===== src/rtl/dbg_cmd_pkg.sv =====
package dbg_cmd_pkg;

    localparam int OPW      = 8;
    localparam int NUM_REGS = 5;

    typedef enum logic [2:0] {
        K_NONE, K_RD_REG, K_WR_REG, K_RD_NEXT, K_WR_NEXT, K_GO, K_STEP, K_TAGGO
    } cmd_kind_e;

    // order matches the low opcode bits minus three
    typedef enum logic [2:0] {
        SEL_PC, SEL_D, SEL_X, SEL_Y, SEL_SP
    } reg_sel_e;

    typedef struct packed {
        cmd_kind_e kind;
        reg_sel_e  sel;
    } cmd_dec_t;

    typedef enum logic [1:0] {
        S_IDLE, S_DATA, S_MEM, S_RUN
    } seq_state_e;

    localparam logic [OPW-1:0] OP_RD_GROUP = 8'h60;
    localparam logic [OPW-1:0] OP_WR_GROUP = 8'h40;
    localparam logic [OPW-1:0] OP_GO       = 8'h08;
    localparam logic [OPW-1:0] OP_STEP     = 8'h10;
    localparam logic [OPW-1:0] OP_TAGGO    = 8'h18;

    function automatic cmd_dec_t decode_op(input logic [OPW-1:0] op);
        cmd_dec_t   d;
        logic [2:0] low;
        logic       is_rd;
        logic       is_wr;
        d.kind = K_NONE;
        d.sel  = SEL_PC;
        low    = op[2:0];
        is_rd  = (op[OPW-1:3] == OP_RD_GROUP[OPW-1:3]);
        is_wr  = (op[OPW-1:3] == OP_WR_GROUP[OPW-1:3]);
        if ((is_rd || is_wr) && low >= 3'd2) begin
            if (low == 3'd2) begin
                d.kind = is_rd ? K_RD_NEXT : K_WR_NEXT;
            end else begin
                d.kind = is_rd ? K_RD_REG : K_WR_REG;
                d.sel  = reg_sel_e'(3'(low - 3'd3));
            end
        end else begin
            case (op)
                OP_GO:    d.kind = K_GO;
                OP_STEP:  d.kind = K_STEP;
                OP_TAGGO: d.kind = K_TAGGO;
                default:  d.kind = K_NONE;
            endcase
        end
        return d;
    endfunction

endpackage


===== src/rtl/dbg_cmd_decode.sv =====
module dbg_cmd_decode
    import dbg_cmd_pkg::*;
(
    input  logic [OPW-1:0] op_code,
    output cmd_dec_t       dec
);
    always_comb dec = decode_op(op_code);
endmodule


===== src/rtl/dbg_regfile.sv =====
module dbg_regfile
    import dbg_cmd_pkg::*;
#(
    parameter int            DW       = 16,
    parameter logic [DW-1:0] RESET_PC = '0
) (
    input  logic          clk,
    input  logic          rst,
    input  logic          wr_en,
    input  reg_sel_e      wr_sel,
    input  logic [DW-1:0] wr_data,
    input  logic          x_inc,
    input  reg_sel_e      rd_sel,
    output logic [DW-1:0] rd_data,
    output logic [DW-1:0] x_val
);
    localparam int XI = int'(SEL_X);
    localparam logic [DW-1:0] STEP2 = DW'(2);

    logic [DW-1:0] regs_q [NUM_REGS];

    for (genvar g = 0; g < NUM_REGS; g++) begin : g_reg
        localparam logic [DW-1:0] RV = (g == int'(SEL_PC)) ? RESET_PC : '0;
        logic [DW-1:0] val_q;
        always_ff @(posedge clk) begin
            if (rst)
                val_q <= RV;
            else if (wr_en && int'(wr_sel) == g)
                val_q <= wr_data;
            else if (g == XI && x_inc)
                val_q <= val_q + STEP2;
        end
        assign regs_q[g] = val_q;
    end

    always_comb begin
        rd_data = '0;
        for (int i = 0; i < NUM_REGS; i++)
            if (int'(rd_sel) == i) rd_data = regs_q[i];
    end

    assign x_val = regs_q[XI];

    p_x_step_r4: assert property (@(posedge clk) disable iff (rst)
        x_inc |=> x_val == $past(x_val) + STEP2);

endmodule


===== src/rtl/dbg_cmd_seq.sv =====
module dbg_cmd_seq
    import dbg_cmd_pkg::*;
#(
    parameter int DW = 16
) (
    input  logic          clk,
    input  logic          rst,
    input  logic          op_valid,
    input  cmd_dec_t      dec,
    input  logic          wdata_valid,
    input  logic [DW-1:0] wdata,
    input  logic [DW-1:0] rf_rd_data,
    output reg_sel_e      rf_rd_sel,
    output logic          rf_wr_en,
    output reg_sel_e      rf_wr_sel,
    output logic [DW-1:0] rf_wr_data,
    output logic          x_inc,
    output logic [DW-1:0] rdata,
    output logic          rdata_valid,
    output logic          cmd_err,
    output logic          mem_req,
    output logic          mem_we,
    output logic [DW-1:0] mem_wdata,
    input  logic          mem_ack,
    input  logic [DW-1:0] mem_rdata,
    output logic          freeze,
    input  logic          core_ack,
    input  logic          core_halted,
    output logic          run_req,
    output logic          step_req,
    output logic          tag_en,
    output logic          run_pending,
    output logic          in_debug
);
    seq_state_e    state_q;
    cmd_dec_t      pend_q;
    logic          first_q, step_q, we_q, rvalid_q, err_q, tag_q, dbg_q;
    logic [DW-1:0] wbuf_q, rdata_q;

    logic idle_op, data_in;
    assign idle_op = (state_q == S_IDLE) && op_valid;
    assign data_in = (state_q == S_DATA) && wdata_valid;

    assign rf_rd_sel  = dec.sel;
    assign rf_wr_en   = data_in && pend_q.kind == K_WR_REG;
    assign rf_wr_sel  = pend_q.sel;
    assign rf_wr_data = wdata;
    assign x_inc      = (idle_op && dec.kind == K_RD_NEXT)
                     || (data_in && pend_q.kind == K_WR_NEXT);

    always_ff @(posedge clk) begin
        if (rst) begin
            state_q  <= S_IDLE;
            pend_q   <= '{kind: K_NONE, sel: SEL_PC};
            first_q  <= 1'b0;
            step_q   <= 1'b0;
            we_q     <= 1'b0;
            rvalid_q <= 1'b0;
            err_q    <= 1'b0;
            tag_q    <= 1'b0;
            dbg_q    <= 1'b1;
            wbuf_q   <= '0;
            rdata_q  <= '0;
        end else begin
            rvalid_q <= 1'b0;
            err_q    <= 1'b0;
            case (state_q)
                S_IDLE: if (op_valid) begin
                    case (dec.kind)
                        K_RD_REG: begin
                            rdata_q  <= rf_rd_data;
                            rvalid_q <= 1'b1;
                        end
                        K_RD_NEXT: begin
                            state_q <= S_MEM;
                            we_q    <= 1'b0;
                            first_q <= 1'b1;
                        end
                        K_WR_REG, K_WR_NEXT: begin
                            pend_q  <= dec;
                            state_q <= S_DATA;
                        end
                        K_GO, K_TAGGO: begin
                            state_q <= S_RUN;
                            step_q  <= 1'b0;
                            tag_q   <= (dec.kind == K_TAGGO);
                            dbg_q   <= 1'b0;
                        end
                        K_STEP: begin
                            state_q <= S_RUN;
                            step_q  <= 1'b1;
                            tag_q   <= 1'b0;
                            dbg_q   <= 1'b0;
                        end
                        default: err_q <= 1'b1;
                    endcase
                end
                S_DATA: if (wdata_valid) begin
                    if (pend_q.kind == K_WR_NEXT) begin
                        state_q <= S_MEM;
                        we_q    <= 1'b1;
                        wbuf_q  <= wdata;
                        first_q <= 1'b1;
                    end else begin
                        state_q <= S_IDLE;
                    end
                end
                S_MEM: begin
                    first_q <= 1'b0;
                    if (mem_ack) begin
                        if (!we_q) begin
                            rdata_q  <= mem_rdata;
                            rvalid_q <= 1'b1;
                        end
                        state_q <= S_IDLE;
                    end
                end
                S_RUN: if (core_ack) begin
                    dbg_q   <= core_halted;
                    state_q <= S_IDLE;
                end
                default: state_q <= S_IDLE;
            endcase
        end
    end

    assign rdata       = rdata_q;
    assign rdata_valid = rvalid_q;
    assign cmd_err     = err_q;
    assign mem_req     = (state_q == S_MEM);
    assign mem_we      = we_q;
    assign mem_wdata   = wbuf_q;
    assign freeze      = (state_q == S_MEM) && !first_q;
    assign run_req     = (state_q == S_RUN) && !step_q;
    assign step_req    = (state_q == S_RUN) && step_q;
    assign run_pending = (state_q == S_RUN);
    assign tag_en      = tag_q;
    assign in_debug    = dbg_q;

    p_freeze_req_r6: assert property (@(posedge clk) disable iff (rst)
        freeze |-> mem_req);
    p_req_hold_r6: assert property (@(posedge clk) disable iff (rst)
        mem_req && !mem_ack |=> mem_req && $stable(mem_we));
    p_run_hold_r7: assert property (@(posedge clk) disable iff (rst)
        (run_req || step_req) && !core_ack |=> (run_req || step_req) && $stable(step_req));
    p_excl_r8: assert property (@(posedge clk) disable iff (rst)
        $onehot0({run_req, step_req, mem_req}));
    p_err_quiet_r10: assert property (@(posedge clk) disable iff (rst)
        cmd_err |-> !rdata_valid && state_q == S_IDLE);
    p_ignore_r11: assert property (@(posedge clk) disable iff (rst)
        state_q == S_DATA && !wdata_valid |=> state_q == S_DATA);

endmodule


===== src/rtl/dbg_cmd_exec.sv =====
module dbg_cmd_exec
    import dbg_cmd_pkg::*;
#(
    parameter int            DW       = 16,
    parameter logic [DW-1:0] RESET_PC = 16'hF000
) (
    input  logic           clk,
    input  logic           rst,
    input  logic           op_valid,
    input  logic [OPW-1:0] op_code,
    input  logic           wdata_valid,
    input  logic [DW-1:0]  wdata,
    output logic [DW-1:0]  rdata,
    output logic           rdata_valid,
    output logic           cmd_err,
    output logic           mem_req,
    output logic           mem_we,
    output logic [DW-1:0]  mem_addr,
    output logic [DW-1:0]  mem_wdata,
    input  logic           mem_ack,
    input  logic [DW-1:0]  mem_rdata,
    output logic           freeze,
    input  logic           core_ack,
    input  logic           core_halted,
    output logic           run_req,
    output logic           step_req,
    output logic           tag_en,
    output logic           run_pending,
    output logic           in_debug
);
    cmd_dec_t      dec;
    reg_sel_e      rd_sel, wr_sel;
    logic          wr_en, x_inc;
    logic [DW-1:0] wr_data, rd_data, x_val;

    dbg_cmd_decode u_dec (
        .op_code (op_code),
        .dec     (dec)
    );

    dbg_regfile #(.DW(DW), .RESET_PC(RESET_PC)) u_rf (
        .clk     (clk),
        .rst     (rst),
        .wr_en   (wr_en),
        .wr_sel  (wr_sel),
        .wr_data (wr_data),
        .x_inc   (x_inc),
        .rd_sel  (rd_sel),
        .rd_data (rd_data),
        .x_val   (x_val)
    );

    dbg_cmd_seq #(.DW(DW)) u_seq (
        .clk         (clk),
        .rst         (rst),
        .op_valid    (op_valid),
        .dec         (dec),
        .wdata_valid (wdata_valid),
        .wdata       (wdata),
        .rf_rd_data  (rd_data),
        .rf_rd_sel   (rd_sel),
        .rf_wr_en    (wr_en),
        .rf_wr_sel   (wr_sel),
        .rf_wr_data  (wr_data),
        .x_inc       (x_inc),
        .rdata       (rdata),
        .rdata_valid (rdata_valid),
        .cmd_err     (cmd_err),
        .mem_req     (mem_req),
        .mem_we      (mem_we),
        .mem_wdata   (mem_wdata),
        .mem_ack     (mem_ack),
        .mem_rdata   (mem_rdata),
        .freeze      (freeze),
        .core_ack    (core_ack),
        .core_halted (core_halted),
        .run_req     (run_req),
        .step_req    (step_req),
        .tag_en      (tag_en),
        .run_pending (run_pending),
        .in_debug    (in_debug)
    );

    assign mem_addr = x_val;

    p_addr_hold_r6: assert property (@(posedge clk) disable iff (rst)
        mem_req && !mem_ack |=> $stable(mem_addr));

endmodule


===== config.mk =====
export PLATFORM = sky130hd
export DESIGN_NAME = dbg_cmd_exec
export DESIGN_NICKNAME = d
export VERILOG_FILES = /design/src/rtl/dbg_cmd_pkg.sv /design/src/rtl/dbg_cmd_decode.sv /design/src/rtl/dbg_regfile.sv /design/src/rtl/dbg_cmd_seq.sv /design/src/rtl/dbg_cmd_exec.sv
export SDC_FILE = /design/constraint.sdc
export NUM_CORES = 1
export LEC_CHECK = 0
export BUFFER_PORTS_ARGS = -buffer_cell sky130_fd_sc_hd__buf_2
export CAP_MARGIN = 20
export CORE_MARGIN = 2
export CORE_UTILIZATION = 61
export CTS_CLUSTER_SIZE = 12
export DETAILED_ROUTE_END_ITERATION = 6
export PLACE_DENSITY_LB_ADDON = 0.08
export RECOVER_POWER = 100
export SLEW_MARGIN = 20
export SYNTH_ARGS = -nofsm -noshare
export SYNTH_HDL_FRONTEND = slang
export SYNTH_HIERARCHICAL = 1
export SYNTH_SLANG_ARGS = --single-unit

===== constraint.sdc =====
create_clock -name clk -period 10.3 [get_ports clk]
set_input_delay 2.06 -clock clk [delete_from_list [all_inputs] [get_ports clk]]
set_output_delay 2.06 -clock clk [all_outputs]
set_load 0.02 [all_outputs]

==> metrics.txt <==
P_sw=248.2 uW; worst path required time=10.55 ns; reg2reg start=u_seq/state_q[1]; Hold Fails Final Rpt=0; Crit. End Element=register; Critical Path Start=rst; syn avg cell area=8.247 um2; post-layout net count=837; Comb power frac=0.043; cts repair resizes=0; crit-path max FO=77; fin util=0.7016; CTS Sinks=127; reg2reg end=u_seq/rdata[3]; total setup buffers inserted after CTS=0; DRT Pass-1 Iters=5; GRT overflow=0; final wirelength=16.22 mm; failing checks=capacitance limit, slew limit; CTS Buffer Depth=2; IO buf count=104; Slew @ Worst Pin=3.179 ns; Fin Setup TNS=0 ns; crit path DAT=6.26 ns; DR WL/cell=17.37 um; Antenna Cells=0; pwr dens=164.8 nW/um2; ys async rst share=0; peak supply drop=0.1033 mV; hold_ws=0.4546 ns; cell mode on critical path=clkbuf_1; synthesized flop and latch total=127; DRT antenna net count=0; Vias/cell=5.924; root buffer cell=clkbuf_8; Startpoint Class=input pin; Die X=103.8 um; RSZ-0062 raised after global routing=false; die footprint=10,780 um2; WHS Endpoint=u_rf/g_reg[3].val_q[6]; total CTS buffers=17; critical path's slowest cell=clkbuf_1; top_reg_cell synth=dfxtp_1; r2r setup slk=6.11 ns; Cell Rows=36; initial antenna violation count=0; maxcap violations=3; Switching Fraction=0.2206; Slew HR=-1.119; H-tree depth=4; layout cells sized above 1=0.1236; Achievable Freq=0.1666 GHz; fin worst setup slack=4.297 ns; vias in the first global route=4,997; area delta synth->final=12.31%; sequential fraction of design power=0.440; Synth cell types=48; Top-Level Pins=105; CP max stage delay=2.34 ns; YS warnings=6; Lkg Pwr=0.002241 uW; Initial Utilization=0.6247; skew final=0.006240 ns; number of synthesized flops with an enable pin=0; post-route minimum period=6.003 ns; status=complete, but fails checks; first-pass GRT wire length=25.63 mm; cells after synthesis=737; clock-pin slew on the worst setup and hold paths=0.06 ns; pre-CTS setup slack=5.222 ns; Initial DRC Count=441; worst min path class=reg -> reg; syn_nets=786; cell internal pwr=877.1 uW; hold_sp=u_rf/g_reg[3].val_q[6]; GRT Util Overall=0.2963; clk_lat worst skew=0.52 ns; WS Path Type=in -> reg; final setup violation count=0; CP cell instances=clkbuf_1 > clkbuf_1 > a21oi_1; Die H=103.8 um; TritonCTS clock tree=done; R2R depth=4; total core area=9729 um2; DRC viols=0; hold buffers post-CTS=0; Hold Path Depth=2; period utilization=0.5828; Final GP Congestion=0.8819; hpwl dp=10.65 mm; post-synthesis sequential area ratio=0.4183; Post-Syn Area=6078 um2; largest net degree at the start of global routing=78; max-slew violations=151; Power Total=1125 uW; Clk pwr share=0.517; Vias=5,533
area by class of cell:
type	instances	area (um2)
Multi-Input combinational cell	527	3023
Fill cell	821	2903
Sequential cell	127	2542
Timing Repair Buffer	109	489.2
Clock buffer	22	473.0
Tap cell	133	166.4
Clock inverter	10	110.1
Inverter	6	22.52
state kept, by name, summed over array words and instances (netlist names):
| name | flops |
|---|---|
| u_rf/g.val_q | 64 |
| u_rf/x_val | 16 |
| u_seq/cmd_err | 1 |
| u_seq/first_q | 1 |
| u_seq/in_debug | 1 |
| u_seq/mem_wdata | 16 |
| u_seq/mem_we | 1 |
| u_seq/pend_q | 3 |
| u_seq/rdata | 16 |
| u_seq/rdata_valid | 1 |
| u_seq/rf_wr_sel | 3 |
| u_seq/state_q | 2 |
| u_seq/step_q | 1 |
| u_seq/tag_en | 1 |
critical path: cells and delay by family:
family / cells / cell delay [ns]
buffers and inverters: 2 / 4.03
AOI/OAI and AO/OA: 1 / 0.09
routing by layer:
metal	track usage	vias to the layer above	wire (um)
met3	0.06230	21	1402
li1	-	2635	-
met2	0.4539	283	7436
met1	0.4195	2594	7219
met4	0.09363	0	164
met5	0	-	0
cells in the mapped netlist (2+ instances only):
library cell | count | area share
and2_1 | 3 | 0.0031
nor3_1 | 5 | 0.0041
mux4_2 | 4 | 0.015
xor2_1 | 3 | 0.0043
nand3_1 | 13 | 0.011
mux2i_1 | 35 | 0.058
nor3b_1 | 4 | 0.0049
ha_1 | 2 | 0.0041
buf_4 | 24 | 0.030
o22ai_1 | 13 | 0.013
a211oi_1 | 24 | 0.030
xnor2_1 | 13 | 0.019
nor2b_1 | 8 | 0.0082
a21oi_1 | 109 | 0.090
inv_1 | 6 | 0.0037
a22oi_1 | 13 | 0.016
buf_2 | 16 | 0.013
clkbuf_1 | 33 | 0.020
nor2_1 | 45 | 0.028
a211oi_2 | 11 | 0.023
nand2_1 | 172 | 0.11
or3_1 | 3 | 0.0031
o21ai_0 | 5 | 0.0041
a22o_1 | 3 | 0.0043
a31oi_1 | 2 | 0.0021
nand4_1 | 4 | 0.0041
and3_1 | 4 | 0.0041
buf_6 | 3 | 0.0056
dfxtp_1 | 127 | 0.42
nor3_4 | 2 | 0.0054
nand3b_1 | 6 | 0.0074
nor4_2 | 6 | 0.012
per-stage QoR:
| stage | area (um2) | instances |
|---|---|---|
| 6_report | 6827 | 934 |
| 5_1_grt | 6827 | 934 |
| 4_1_cts | 6964 | 933 |
| 3_5_place_dp | 6381 | 901 |
| 3_3_place_gp | 6381 | 901 |
| 2_1_floorplan | 6078 | 737 |
cell families after synthesis:
logic type,synth area share
buf+inv,0.07307
mux,0.07246
compound gates,0.1863
xor+xnor,0.02306
flops,0.4183
fa+ha+maj,0.004116
simple gates,0.2227
power groups by stage:
stage	logic [uW]	registers, uW	clock network (uW)
CTS	49.5	495	589
global route	52.1	495	610
finish	48.6	495	582
global placement	48.3	506	0
detailed placement	49.6	506	0
floorplan	32.2	507	0
how the worst max path moves through the flow:
| stage | endpoint | slack [ns] | cells after the start |
|---|---|---|---|
| 3_3_place_gp | u_rf/x_val[12] | 5.32 | 12 |
| 3_5_place_dp | u_rf/x_val[14] | 5.22 | 12 |
| 4_1_cts | freeze | 5.75 | 3 |
| 2_1_floorplan | u_rf/x_val[12] | 5.65 | 12 |
| 6_report | u_rf/g_reg[3].val_q[2] | 4.30 | 3 |
| 5_1_grt | u_seq/rf_wr_sel[1] | 3.88 | 3 |
placed cells by master (no fill, tap or decap), types with 6 or more instances in the layout:
cell	netlist	routed
clkbuf_1	33	60
xnor2_1	13	13
nor2b_1	8	8
dfxtp_1	127	127
a22oi_1	13	13
mux2i_1	35	35
nand2_1	172	172
nand3_1	13	13
a21oi_1	109	109
nor2_1	45	44
a211oi_1	24	30
nand3b_1	6	6
buf_2	16	46
inv_1	6	6
nor4_1	0	6
clkbuf_16	0	16
o22ai_1	13	13
Power figures use the tool's default switching activity.
